File: config.mk
export PLATFORM = sky130hd
export DESIGN_NAME = core_ctrl_seq
export DESIGN_NICKNAME = d
export VERILOG_FILES = /design/src/rtl/core_ctrl_pkg.sv /design/src/rtl/cc_ctrl_reg.sv /design/src/rtl/cc_clear_walker.sv /design/src/rtl/cc_ramp_status.sv /design/src/rtl/core_ctrl_seq.sv
export SDC_FILE = /design/constraint.sdc
export NUM_CORES = 1
export LEC_CHECK = 0
export ABC_AREA = 1
export BUFFER_PORTS_ARGS = -buffer_cell sky130_fd_sc_hd__buf_4
export CORE_ASPECT_RATIO = 1.2
export CORE_MARGIN = 4
export CORE_UTILIZATION = 44
export DETAILED_ROUTE_END_ITERATION = 8
export PLACE_DENSITY_LB_ADDON = 0.25
export SKIP_CTS_REPAIR_TIMING = 1
export SYNTH_ARGS = -nofsm -noshare
export SYNTH_HDL_FRONTEND = slang
export SYNTH_SLANG_ARGS = --single-unit
File: constraint.sdc
create_clock -name clk -period 1.4 [get_ports clk]
set_input_delay 0.21 -clock clk [delete_from_list [all_inputs] [get_ports clk]]
set_output_delay 0.21 -clock clk [all_outputs]
set_load 0.005 [all_outputs]
File: src/rtl/core_ctrl_pkg.sv
package core_ctrl_pkg;
  localparam int unsigned WORD_W  = 16;
  localparam int unsigned B_SHUT_HI = 6;
  localparam int unsigned B_CLEAR   = 7;
  localparam int unsigned B_RUN_N   = 9;
  localparam int unsigned B_RAMP_DN = 12;
  localparam int unsigned B_RAMP_OK = 13;
  localparam int unsigned B_MUTE    = 14;

  typedef struct packed {
    logic mute;
    logic ramp_dn;
    logic run_n;
    logic shut_hi;
  } ctrl_fields_t;
endpackage

File: src/rtl/cc_ctrl_reg.sv
module cc_ctrl_reg
  import core_ctrl_pkg::*;
(
  input  logic              clk,
  input  logic              rst_n,
  input  logic              wr_en,
  input  logic [WORD_W-1:0] wr_data,
  output ctrl_fields_t      fields_q,
  output ctrl_fields_t      fields_nxt
);
  ctrl_fields_t from_bus;

  always_comb begin
    from_bus.mute    = wr_data[B_MUTE];
    from_bus.ramp_dn = wr_data[B_RAMP_DN];
    from_bus.run_n   = wr_data[B_RUN_N];
    from_bus.shut_hi = wr_data[B_SHUT_HI];
    fields_nxt = wr_en ? from_bus : fields_q;
  end

  always_ff @(posedge clk or negedge rst_n) begin
    if (!rst_n) fields_q <= '0;
    else if (wr_en) fields_q <= fields_nxt;
  end

  // with the run bit low after reset, the core stays held until a write
  p_hold_until_write_r2: assert property (@(posedge clk) disable iff (!rst_n)
    !wr_en && !fields_q.run_n |=> !fields_q.run_n);
endmodule

File: src/rtl/cc_clear_walker.sv
module cc_clear_walker #(
  parameter int unsigned DEPTH = 1024,
  localparam int unsigned AW = (DEPTH > 1) ? $clog2(DEPTH) : 1
) (
  input  logic          clk,
  input  logic          rst_n,
  input  logic          start,
  output logic          busy,
  output logic [AW-1:0] addr
);
  localparam logic [AW-1:0] LAST = AW'(DEPTH - 1);

  logic          busy_nxt;
  logic [AW-1:0] addr_nxt;
  logic          step_en;

  always_comb begin
    busy_nxt = busy;
    addr_nxt = addr;
    if (busy) begin
      if (addr == LAST) busy_nxt = 1'b0;
      else addr_nxt = addr + AW'(1);
    end else if (start) begin
      busy_nxt = 1'b1;
      addr_nxt = '0;
    end
    step_en = busy | start;
  end

  always_ff @(posedge clk or negedge rst_n) begin
    if (!rst_n) begin
      busy <= 1'b0;
      addr <= '0;
    end else if (step_en) begin
      busy <= busy_nxt;
      addr <= addr_nxt;
    end
  end

  p_start_r4: assert property (@(posedge clk) disable iff (!rst_n)
    !busy && start |=> busy && addr == '0);
  p_walk_step_r5: assert property (@(posedge clk) disable iff (!rst_n)
    busy && addr != LAST |=> busy && addr == $past(addr) + AW'(1));
  p_walk_end_r5: assert property (@(posedge clk) disable iff (!rst_n)
    busy && addr == LAST |=> !busy);
  p_no_restart_r6: assert property (@(posedge clk) disable iff (!rst_n)
    busy && start && addr != LAST |=> addr != '0);
endmodule

File: src/rtl/cc_ramp_status.sv
module cc_ramp_status (
  input  logic clk,
  input  logic rst_n,
  input  logic req_nxt,
  input  logic req_q,
  input  logic ramp_zero,
  output logic done
);
  logic done_nxt;
  logic upd_en;

  always_comb begin
    done_nxt = req_nxt & (done | ramp_zero);
    upd_en   = done | req_nxt;
  end

  always_ff @(posedge clk or negedge rst_n) begin
    if (!rst_n) done <= 1'b0;
    else if (upd_en) done <= done_nxt;
  end

  p_done_needs_req_r9: assert property (@(posedge clk) disable iff (!rst_n)
    done |-> req_q);
  p_done_drop_r10: assert property (@(posedge clk) disable iff (!rst_n)
    $fell(req_q) |-> !done);
  p_done_sticky_r9: assert property (@(posedge clk) disable iff (!rst_n)
    done && req_nxt |=> done);
endmodule

File: src/rtl/core_ctrl_seq.sv
module core_ctrl_seq
  import core_ctrl_pkg::*;
#(
  parameter int unsigned DEPTH   = 1024,
  parameter int unsigned CLK_MHZ = 125,
  localparam int unsigned AW = (DEPTH > 1) ? $clog2(DEPTH) : 1
) (
  input  logic              clk,
  input  logic              rst_n,
  input  logic              wr_en,
  input  logic [WORD_W-1:0] wr_data,
  output logic [WORD_W-1:0] rd_data,
  input  logic              ramp_zero,
  output logic              core_zero,
  output logic              slew_mute,
  output logic              ramp_down_req,
  output logic              mem_busy,
  output logic              mem_we,
  output logic [AW-1:0]     mem_addr
);
  localparam int unsigned CLEAR_BUDGET = CLK_MHZ * 100;
  localparam bit FITS_BUDGET = (DEPTH <= CLEAR_BUDGET);

  ctrl_fields_t fields_q, fields_nxt;
  logic         clr_start;
  logic         ramp_done;

  cc_ctrl_reg u_reg (
    .clk(clk), .rst_n(rst_n), .wr_en(wr_en), .wr_data(wr_data),
    .fields_q(fields_q), .fields_nxt(fields_nxt)
  );

  assign clr_start = wr_en & wr_data[B_CLEAR];

  cc_clear_walker #(.DEPTH(DEPTH)) u_walk (
    .clk(clk), .rst_n(rst_n), .start(clr_start),
    .busy(mem_busy), .addr(mem_addr)
  );

  cc_ramp_status u_ramp (
    .clk(clk), .rst_n(rst_n), .req_nxt(fields_nxt.ramp_dn),
    .req_q(fields_q.ramp_dn), .ramp_zero(ramp_zero), .done(ramp_done)
  );

  always_comb begin
    rd_data            = '0;
    rd_data[B_SHUT_HI] = fields_q.shut_hi;
    rd_data[B_CLEAR]   = mem_busy;
    rd_data[B_RUN_N]   = fields_q.run_n;
    rd_data[B_RAMP_DN] = fields_q.ramp_dn;
    rd_data[B_RAMP_OK] = ramp_done;
    rd_data[B_MUTE]    = fields_q.mute;
    core_zero     = ~fields_q.run_n | fields_q.shut_hi;
    slew_mute     = fields_q.mute;
    ramp_down_req = fields_q.ramp_dn;
    mem_we        = mem_busy & FITS_BUDGET;
  end

  p_mute_follows_r7: assert property (@(posedge clk) disable iff (!rst_n)
    wr_en |=> slew_mute == $past(wr_data[B_MUTE]));
  p_req_follows_r8: assert property (@(posedge clk) disable iff (!rst_n)
    wr_en |=> ramp_down_req == $past(wr_data[B_RAMP_DN]));
  p_busy_from_write_r4: assert property (@(posedge clk) disable iff (!rst_n)
    $rose(mem_busy) |-> $past(wr_en));
endmodule

# Word level (Yosys, flattened, before mapping)
# Index checks and enable logic that the tools add are counted.
# Widths: inputs -> output; s select.
totals:
  register_bits: 16
  latch_bits: 0
  ram_bits: 0
  romBits: 0
  input_bits: 20
  wordCells: 26
  mem_count: 0
op_classes:
  addsub: 1
  multipliers: 0
  div_mod_pow: 0
  magnitude_cmp: 0
  n_eq_ne: 2
  n_shift: 0
  n_mux: 7
  bitwise: 7
  n_reduce_logical: 2
ops:
  columns: ["cell", "count"]
  rows:
  - ["$mux 10", 3]
  - ["$add 10x1->10 const B", 1]
  - ["$eq 10x10->1 const B", 1]
  - ["$or 1x1->1", 4]
  - ["$mux 1", 3]
  - ["$mux 3", 1]
  - ["$reduce_and 3->1", 1]
  - ["$and 1x1->1", 2]
  - ["$ne 2x2->1 const B", 1]
  - ["$reduce_bool 2->1", 1]
  - ["$not 1->1", 1]

# Depth between registers and ports, before layout
# Gate-level depths: netlist (run 1).
logic_depth:
  word_depth: 3
  ltp_mapped: 8
  mapped_depth_nobuf: 8

# Modules after synthesis
# From an unflattened synthesis (run 1), not the netlist that was laid out.
unflattened:
  hier_cells: 134
  hier_area_um2: 1017.2
by_module_without_submodules:
  columns: ["mod", "n_inst", "cells_per_inst", "area_each_um2", "seq_area_each_um2"]
  rows:
  - ["cc_clear_walker", 1, 89, 685.7, 275.3]
  - ["cc_ctrl_reg", 1, 21, 163.9, 100.1]
  - ["core_ctrl_seq", 1, 20, 131.4, 0.0]
  - ["cc_ramp_status", 1, 4, 36.3, 25.0]

# Worst setup path before layout (run 1)
# No wires, ideal clock.
synth_path:
  path_kind: "register to register"
  startpoint: "register u_walk.addr[0]"
  endpoint: "register u_walk.addr[7]"
  setup_ns: 0.118
  arrival_time_ns: 1.137
  t_required_ns: 1.282
  path_slack_ns: 0.146
  stages_incl_launch_ff: 9
  path_buffers: 1
  synth_period_minus_slack_ns: 1.254
  path_cell_list: "dfrtp_1 -> ha_1 -> nand2_2 -> nor2_4 -> nand3_2 -> nand2_2 -> buf_6 -> nand2_1 -> o21ai_2"
synth_between:
  elab_chain_len: 3
  elab_cells_between_ends: 6
  cone_classes: "1 x add/sub; 2 x eq/ne; 2 x mux; 1 x reduce/logical"
synth_rtl:
  columns: ["item", "line_no", "text"]
  rows:
  - ["start, declared", "cc_clear_walker.sv:9", "output logic [AW-1:0] addr"]
  - ["start signal, assigned", "cc_clear_walker.sv:36", "addr <= addr_nxt;"]
  - ["$add 10x1->10 or $eq 10x10->1 (tied branches)", "cc_clear_walker.sv:22, cc_clear_walker.sv:21", null]
  - ["$mux 10 or $ne 2x2->1 (tied branches)", null, null]
  - ["$mux 10 or $reduce_and 3->1 (tied branches)", null, null]
# Several ways; a longest one is shown, not always the timed one. The select of a mux whose other input is x is not followed.
# A chain may end at the register's enable or synchronous reset.

# Worst setup path in the final report (run 1)
layout_path:
  startpoint: "register u_walk.addr[1]"
  endpoint: "register u_walk.addr[9]"
# Same word-level chain as after synthesis.

==> results of run 1 <==
power by group through the flow:
stage	sequential [mW]	combinational, mW	clock, mW
after floorplan	0.765	0.470	0
after global placement	0.738	0.853	0
after detailed placement	0.746	0.876	0
after CTS	0.738	0.880	0.318
after global routing	0.777	1.08	0.347
final	0.759	0.964	0.319
cell type report:
cell class,instances,area [um2]
fillers,179,754
multi-input cells,87,458
flip-flops and latches,16,400
repair buffers,44,337
inverters,13,48.8
well taps,30,37.5
clock buffers,4,36.3
worst max-delay path, cell delays in order, from the launching register on:
cell and delay [ns]:
dfrtp_1 0.41, ha_4 0.17, nand2_4 0.06, nor2_4 0.17, nand3_4 0.11, buf_6 0.13, nand2_1 0.06, inv_2 0.04
nand3_1 0.07, nand2_1 0.05
layer usage:
layer / part of all wire, % / routed length, um / vias to the layer above / track usage, %
li1: - / - / 446 / -
met1: 41 / 882 / 404 / 17.8
met2: 51 / 1100 / 36 / 25.0
met3: 6.8 / 147 / 4 / 3.53
met4: 1.7 / 38 / 0 / 6.92
met5: 0 / 0 / - / 0
final timing paths:
kind / from / slack, ns / to / depth (start not counted)
max in group asynchronous: rst_n / 0.92 / u_walk.addr[6] / 2
max: u_walk.addr[1] / 0.03 / u_walk.addr[9] / 9
min reg2reg: u_ramp.done / 0.51 / u_ramp.done / 2
max reg2reg: u_walk.addr[1] / 0.03 / u_walk.addr[9] / 9
min in group asynchronous: rst_n / 0.30 / u_walk.addr[1] / 2
min: wr_data[6] / 0.13 / u_reg.fields_q[0] / 3
Yosys cell counts:
| cell | number | area [um2] |
|---|---|---|
| inv_1 | 13 | 48.8 |
| nand2_1 | 33 | 124 |
| ha_1 | 1 | 12.5 |
| a21o_1 | 1 | 7.51 |
| conb_1 | 1 | 3.75 |
| nor2_4 | 1 | 11.3 |
| nor2_2 | 1 | 6.26 |
| nor2_1 | 10 | 37.5 |
| dfrtp_1 | 16 | 400 |
| mux2_2 | 2 | 22.5 |
| o21bai_1 | 1 | 7.51 |
| buf_2 | 1 | 5.00 |
| nand2_2 | 3 | 18.8 |
| o21ai_0 | 4 | 20.0 |
| buf_4 | 15 | 113 |
| nand3_2 | 1 | 10.0 |
| o21ai_1 | 3 | 15.0 |
| o21ai_2 | 3 | 26.3 |
| buf_6 | 1 | 11.3 |
| nand3_1 | 13 | 65.1 |
through the flow:
| stage | setup WS [ns] | util, % | TNS, ns | hold slack, ns |
|---|---|---|---|---|
| 4_1_cts | -0.0489 | 59.4 | -0.137 | -0.240 |
| 5_1_grt | -0.0436 | 63.6 | -0.191 | 0.137 |
| 2_1_floorplan | 0.146 | - | 0 | -0.0856 |
| 3_3_place_gp | 0.0188 | 57.6 | 0 | 0.0807 |
| 3_5_place_dp | -0.0179 | 57.6 | -0.0232 | 0.0802 |
| 6_report | 0.0306 | 63.6 | 0 | 0.131 |
kinds of logic (layout without fill, tap and decap cells):
group | Yosys count | in the layout | synth area share [%]
other cells | 1 | 10 | 0.388
mux | 2 | 2 | 2.33
simple gates | 62 | 62 | 28.2
flops | 16 | 16 | 41.5
buf+inv | 30 | 61 | 18.4
compound gates | 12 | 12 | 7.90
fa+ha+maj | 1 | 1 | 1.30
state kept, by name, indices dropped and copies added (netlist names):
name / cells
u_reg.fields_q: 4
u_walk.busy: 1
u_ramp.done: 1
u_walk.addr: 10
==> metrics.txt, run 1 <==
fmax 0.730 GHz; combinational share of power 47.2%; Ports 51; status finished, final reports clean; layout net count 186; Clock Sink Count 16; vias in the first global route 750; Rows 18; GP Congestion 0.873; share of cells above drive strength 1 37.8%; initial antenna violation count 0; RSZ-0062 raised after global routing yes; Starting DRT DRC Count 18; Max Cap Viol 0; most common cell after layout, fill and taps aside buf_4; Reg clk slew, reported paths 0.10 ns; I/O Buffers 29; pwr/cell area 1550 nW/um2; Worst Clk Skew 0.00126 ns; Routed Antenna Nets 0; Die Wd 50.8 um; sequential fraction of the synthesis area 41.5%; clk_lat worst skew 0.30 ns; Critical Path End Type flop; pin count of the biggest net entering global routing 17; crit-path max FO 3; Sw Share 38.9%; DRC errors left 0; area of the mapped netlist 966 um2; Starting Density 46.6%; WL final 2170 um; Core ar. 2070 um2; WL/cell 11.2 um; Setup crit start kind flop; static leakage 0.694 nW; via count 890; crit share post-route 97.8%; Clock Power Share 15.6%; FF+latch count, synth 16; synthesized instance count 124; CTS max path bufs 2; total track usage 14.8%; most frequent cells in the layout buf_4, nand2_1, dfrtp_1; first-pass GRT wire length 3330 um; kind of critical path reg2reg; Area Growth Syn to Fin 36.4%; Reg power frac 37.2%; HP Class in2reg; P_sw 0.794 mW; crit path DAT 1.57 ns; die height 59.3 um; Non-Filler Instances 194; Post-DP Area 1190 um2; via/cell ratio 4.59; GR Overflow Total 0; VDD IR max 0.000990 V; CTS root buffer clkbuf_4; Avg Cell Area, Syn 7.79 um2; Die ar. 3010 um2; placed insts 184; TritonCTS clock tree yes; Final Power 2.04 mW; Worst Path Required 1.60 ns; Synth warnings 0; CTS HTree Levels 1; Int Power 1.25 mW; Pre-antenna DRT Iters 4; Pins Over Slew Limit 0; Hold Fails Final Rpt 0; DPL Wire Length 1610 um; Synth cell types 20; # setup viols final 0; post-layout min period 1.37 ns; Antenna Cells 0; total CTS buffers 3; design area 1320 um2
Note: power is estimated with default switching activity, not from simulation.
==> inputs of run 2 (changes only) <==
CELL_PAD_IN_SITES_DETAIL_PLACEMENT = 1   (was not set)
CELL_PAD_IN_SITES_GLOBAL_PLACEMENT = 1   (was not set)
CORE_UTILIZATION = 30   (was 44)
PLACE_DENSITY = 0.79   (was not set)
PLACE_DENSITY_LB_ADDON = not set   (was 0.25)
==> metrics.txt, run 2 (synthesis gave the netlist of run 1 again) <==
status finished, final reports clean; static leakage 0.667 nW; Antenna Cells 0; pin count of the biggest net entering global routing 17; Clock Sink Count 16; Hold Fails Final Rpt 0; CTS HTree Levels 1; CP Depth 8; critical-path cell list ha_4 -> nand2_4 -> nor2_4 -> nand3_4 -> nand2_4 -> clkbuf_16 -> nand2_2 -> nand2_1; CP max stage cell dfrtp_1; Min Hold Slack 0.144 ns; pwr/cell area 1520 nW/um2; max reg flops 10; biggest regs u_walk.addr (10), u_reg.fields_q (4); CTS max path bufs 2; Starting DRT DRC Count 9; Non-Filler Instances 194; GR Overflow Total 0; via/cell ratio 4.63; crit share post-route 94.8%; Register-to-Register Path Depth 8; Max Cap Viol 0; most flop-heavy register u_walk.addr; DRC errors left 0; slack of the worst reg-to-reg path 0.07 ns; Routed Antenna Nets 0; Worst Path Required 1.64 ns; WL/cell 14.2 um; vias in the first global route 958; share of cells above drive strength 1 36.7%; placed insts 187; hold depth 3; Starting Density 31.3%; kind of critical path reg2reg; die height 70.2 um; CP most frequent cell nand2_4; Ports 51; Die ar. 4200 um2; Final Power 1.98 mW; gr busiest metal met2; WL final 2750 um; Pre-antenna DRT Iters 4; Multi-input gate area 459 um2; total track usage 13.3%; crit-path max cell delay 0.41 ns; total CTS buffers 3; CTS root buffer clkbuf_4; most common cell after layout, fill and taps aside buf_4; Setup TNS Final 0 ns; GP Congestion 0.814; Critical Path End Type flop; crit-path max FO 5; Die Wd 59.8 um; met1 global-route usage 14.6%; VDD IR max 0.000614 V; I/O Buffers 29; most frequent cells in the layout buf_4, nand2_1, dfrtp_1; Buf/Inv on CP 1; GR Layer Usage met3 2.40%; Reg clk slew, reported paths 0.09 ns; via count 899; flip-flop and latch area 402 um2; Largest delay share family, worst path simple AND/OR/NAND/NOR gates; fmax 0.753 GHz; FILL cells 395; Area Growth Syn to Fin 34.8%; TritonCTS clock tree yes; layout net count 181; HP Class in2reg; initial antenna violation count 0; crit path DAT 1.57 ns; clk_lat worst skew 0.30 ns; Pins Over Slew Limit 0; Core ar. 3080 um2; Rows 22; met2 Use GR 24.0%; RSZ-0062 raised after global routing yes; # setup viols final 0; DPL Wire Length 2010 um; Worst Clk Skew 0.00572 ns; first-pass GRT wire length 4290 um; Setup crit start kind flop; post-layout min period 1.33 ns
[run 2: cell count changes in the layout (fill, tap and decap cells not counted)]
cell	previous run	this run
o21ai_1	2	3
o21ai_2	4	3
clkbuf_8	1	0
nand2_2	1	3
dfrtp_1	16	15
dfrtp_2	0	1
buf_12	0	1
nand2_1	33	31
buf_6	1	0
clkbuf_16	0	1
buf_4	42	36
[run 2: worst paths after layout]
| check | start | end |
|---|---|---|
| max in group asynchronous | rst_n | u_walk.addr[7] |
| worst min-delay path | wr_data[6] | u_reg.fields_q[0] |
| worst max register to register | u_walk.addr[1] | u_walk.addr[2] |
| worst min register to register | u_ramp.done | u_ramp.done |
| min in group asynchronous | rst_n | u_walk.addr[4] |
| worst max-delay path | u_walk.addr[1] | u_walk.addr[2] |
[run 2: stage by stage]
step / setup WS, ns / utilization [%] / cell area [um2]
after CTS: 0.0344 / 39.4 / 1210
after floorplan: 0.146 / - / 1000
after global placement: 0.0978 / 38.6 / 1190
after detailed placement: 0.0820 / 38.6 / 1190
final: 0.0722 / 42.2 / 1300
after global routing: -0.0591 / 42.2 / 1300
[run 2: routing by layer]
metal	wire length, um	vias up
li1	-	432
met1	1010	432
met2	1510	30
met3	159	5
met4	66	0
met5	0	-
[run 2: area by class of cell]
cell class | instances | share of cell area (%)
Sequential cell | 16 | 30.8
Multi-Input combinational cell | 87 | 35.3
Inverter | 13 | 3.75
Tap cell | 36 | 3.46
Timing Repair Buffer | 39 | 25.0
Clock buffer | 3 | 1.73
[run 2: tightest hold or removal path, stage by stage]
cell	delay [ns]
buf_4	0.08
nand2_1	0.04
o21ai_0	0.07
[run 2: power by group]
| group | switching (mW) | internal (mW) | leakage (nW) | total, mW |
|---|---|---|---|---|
| clock network | 0.151 | 0.100 | 0.0138 | 0.252 |
| logic | 0.476 | 0.466 | 0.468 | 0.943 |
| registers | 0.182 | 0.602 | 0.186 | 0.783 |
| total | 0.809 | 1.17 | 0.667 | 1.98 |
==> inputs of run 3 (changes only) <==
clock period = 1.3 ns   (was 1.4 ns; I/O delays follow)
==> metrics.txt, run 3 (synthesis gave the netlist of run 1 again) <==
CP most frequent cell nand2_4; metal3 WL 144 um; DRC errors left 0; static leakage 0.702 nW; Die Wd 59.8 um; most flop-heavy register u_walk.addr; total CTS buffers 3; WL final 2680 um; RSZ-0062 raised after global routing yes; Sw Share 39.8%; share of cells above drive strength 1 41.1%; Critical Path End Type flop; flip-flop and latch area 403 um2; crit-path max cell delay 0.36 ns; P_sw 0.913 mW; GR Overflow Total 0; WL/cell 13.4 um; pwr/cell area 1720 nW/um2; Int Power 1.38 mW; Util after Layout 43.3%; CP max stage cell dfrtp_1; Hold Fails Final Rpt 0; most frequent cells in the layout buf_4, nand2_1, dfrtp_1; initial antenna violation count 0; Worst Clk Skew 0.00720 ns; Ports 51; status finished, final reports clean; met1 WL 1030 um; Pins Over Slew Limit 0; Reg clk slew, reported paths 0.09 ns; Post-DP Area 1210 um2; Clock Sink Count 16; FILL cells 398; Antenna Cells 0; Detail Route met2 WL 1460 um; first-pass GRT wire length 4280 um; layout net count 185; crit path DAT 1.51 ns; max reg flops 10; via/cell ratio 4.58; CTS HTree Levels 1; design area 1330 um2; critical-path cell list ha_2 -> nand2_4 -> nor2_4 -> nand3_4 -> nand2_4 -> buf_6 -> nand2_1 -> o21ai_2; # setup viols final 0; Pre-antenna DRT Iters 3; setup ws final 0.0134 ns; Max Cap Viol 0; total track usage 13.1%; clk_lat worst skew 0.29 ns; Starting DRT DRC Count 21; HP Class in2reg; Multi-input gate area 464 um2; via count 912; Area Growth Syn to Fin 38.1%; CTS max path bufs 2; die height 70.2 um; kind of critical path reg2reg; Worst Path Required 1.52 ns; most common cell after layout, fill and taps aside buf_4; crit share post-route 99.0%; GP Congestion 0.817; Rows 22; Routed Antenna Nets 0; TritonCTS clock tree yes; Reg power frac 35.2%; I/O Buffers 29; post-layout min period 1.29 ns; Setup crit start kind flop; fmax 0.777 GHz; Die ar. 4200 um2; Clock Power Share 14.6%; vias in the first global route 948; DR top layer met4; VDD IR max 0.000663 V; DPL Wire Length 2160 um; biggest regs u_walk.addr (10), u_reg.fields_q (4); crit-path max FO 6; Starting Density 31.3%; Core ar. 3080 um2; CTS root buffer clkbuf_4; pin count of the biggest net entering global routing 17; Place WS -0.00208 ns; combinational share of power 50.2%
[run 3: cell types whose count changed in the layout (fill, tap and decap cells not counted), sizes merged]
cell and change:
buf +5
[run 3: worst paths after layout]
check | start | endpoint | slack, ns | cells after the start
max in group asynchronous | rst_n | u_walk.addr[4] | 0.81 | 2
min reg2reg | u_ramp.done | u_ramp.done | 0.54 | 2
min | wr_data[6] | u_reg.fields_q[0] | 0.13 | 3
max | u_walk.addr[1] | u_walk.addr[3] | 0.01 | 8
max reg2reg | u_walk.addr[1] | u_walk.addr[3] | 0.01 | 8
min in group asynchronous | rst_n | u_reg.fields_q[2] | 0.29 | 2
[run 3: area by class of cell]
type	instances	share of cell area [%]
timing repair buffer	43	25.2
inverter	13	3.66
tap	36	3.38
sequential	16	30.2
clock buffer	4	2.72
multi-input combinational	87	34.8
[run 3: metrics by stage]
step           TNS (ns)  instances  hold WS (ns)  power (mW)
6_report              0        199         0.135        2.29
5_1_grt          -0.463        199         0.130        2.48
3_5_place_dp   -0.00504        191        0.0680        1.85
2_1_floorplan         0        133        -0.101        1.33
3_3_place_gp          0        191        0.0677        1.77
4_1_cts         -0.0539        195        -0.251        2.18
[run 3: worst max-delay path, delay by kind of cell (launching register included)]
family | cells | cell delay [ns]
compound gates | 1 | 0.05
fa+ha+maj | 1 | 0.21
buf+inv | 1 | 0.13
flops | 1 | 0.36
simple gates | 5 | 0.47
[run 3: routing by layer]
| metal | vias up | global-route usage, % |
|---|---|---|
| met1 | 437 | 15.9 |
| met3 | 5 | 1.11 |
| li1 | 440 | - |
| met5 | - | 0 |
| met2 | 30 | 23.2 |
| met4 | 0 | 4.43 |
[run 3: power by group through the flow]
stage                     combinational, mW  sequential [mW]  clock (mW)
after floorplan                       0.506            0.824           0
after detailed placement               1.04            0.808           0
after global routing                   1.29            0.830       0.368
after CTS                              1.04            0.800       0.341
after global placement                0.973            0.798           0
final                                  1.15            0.807       0.335
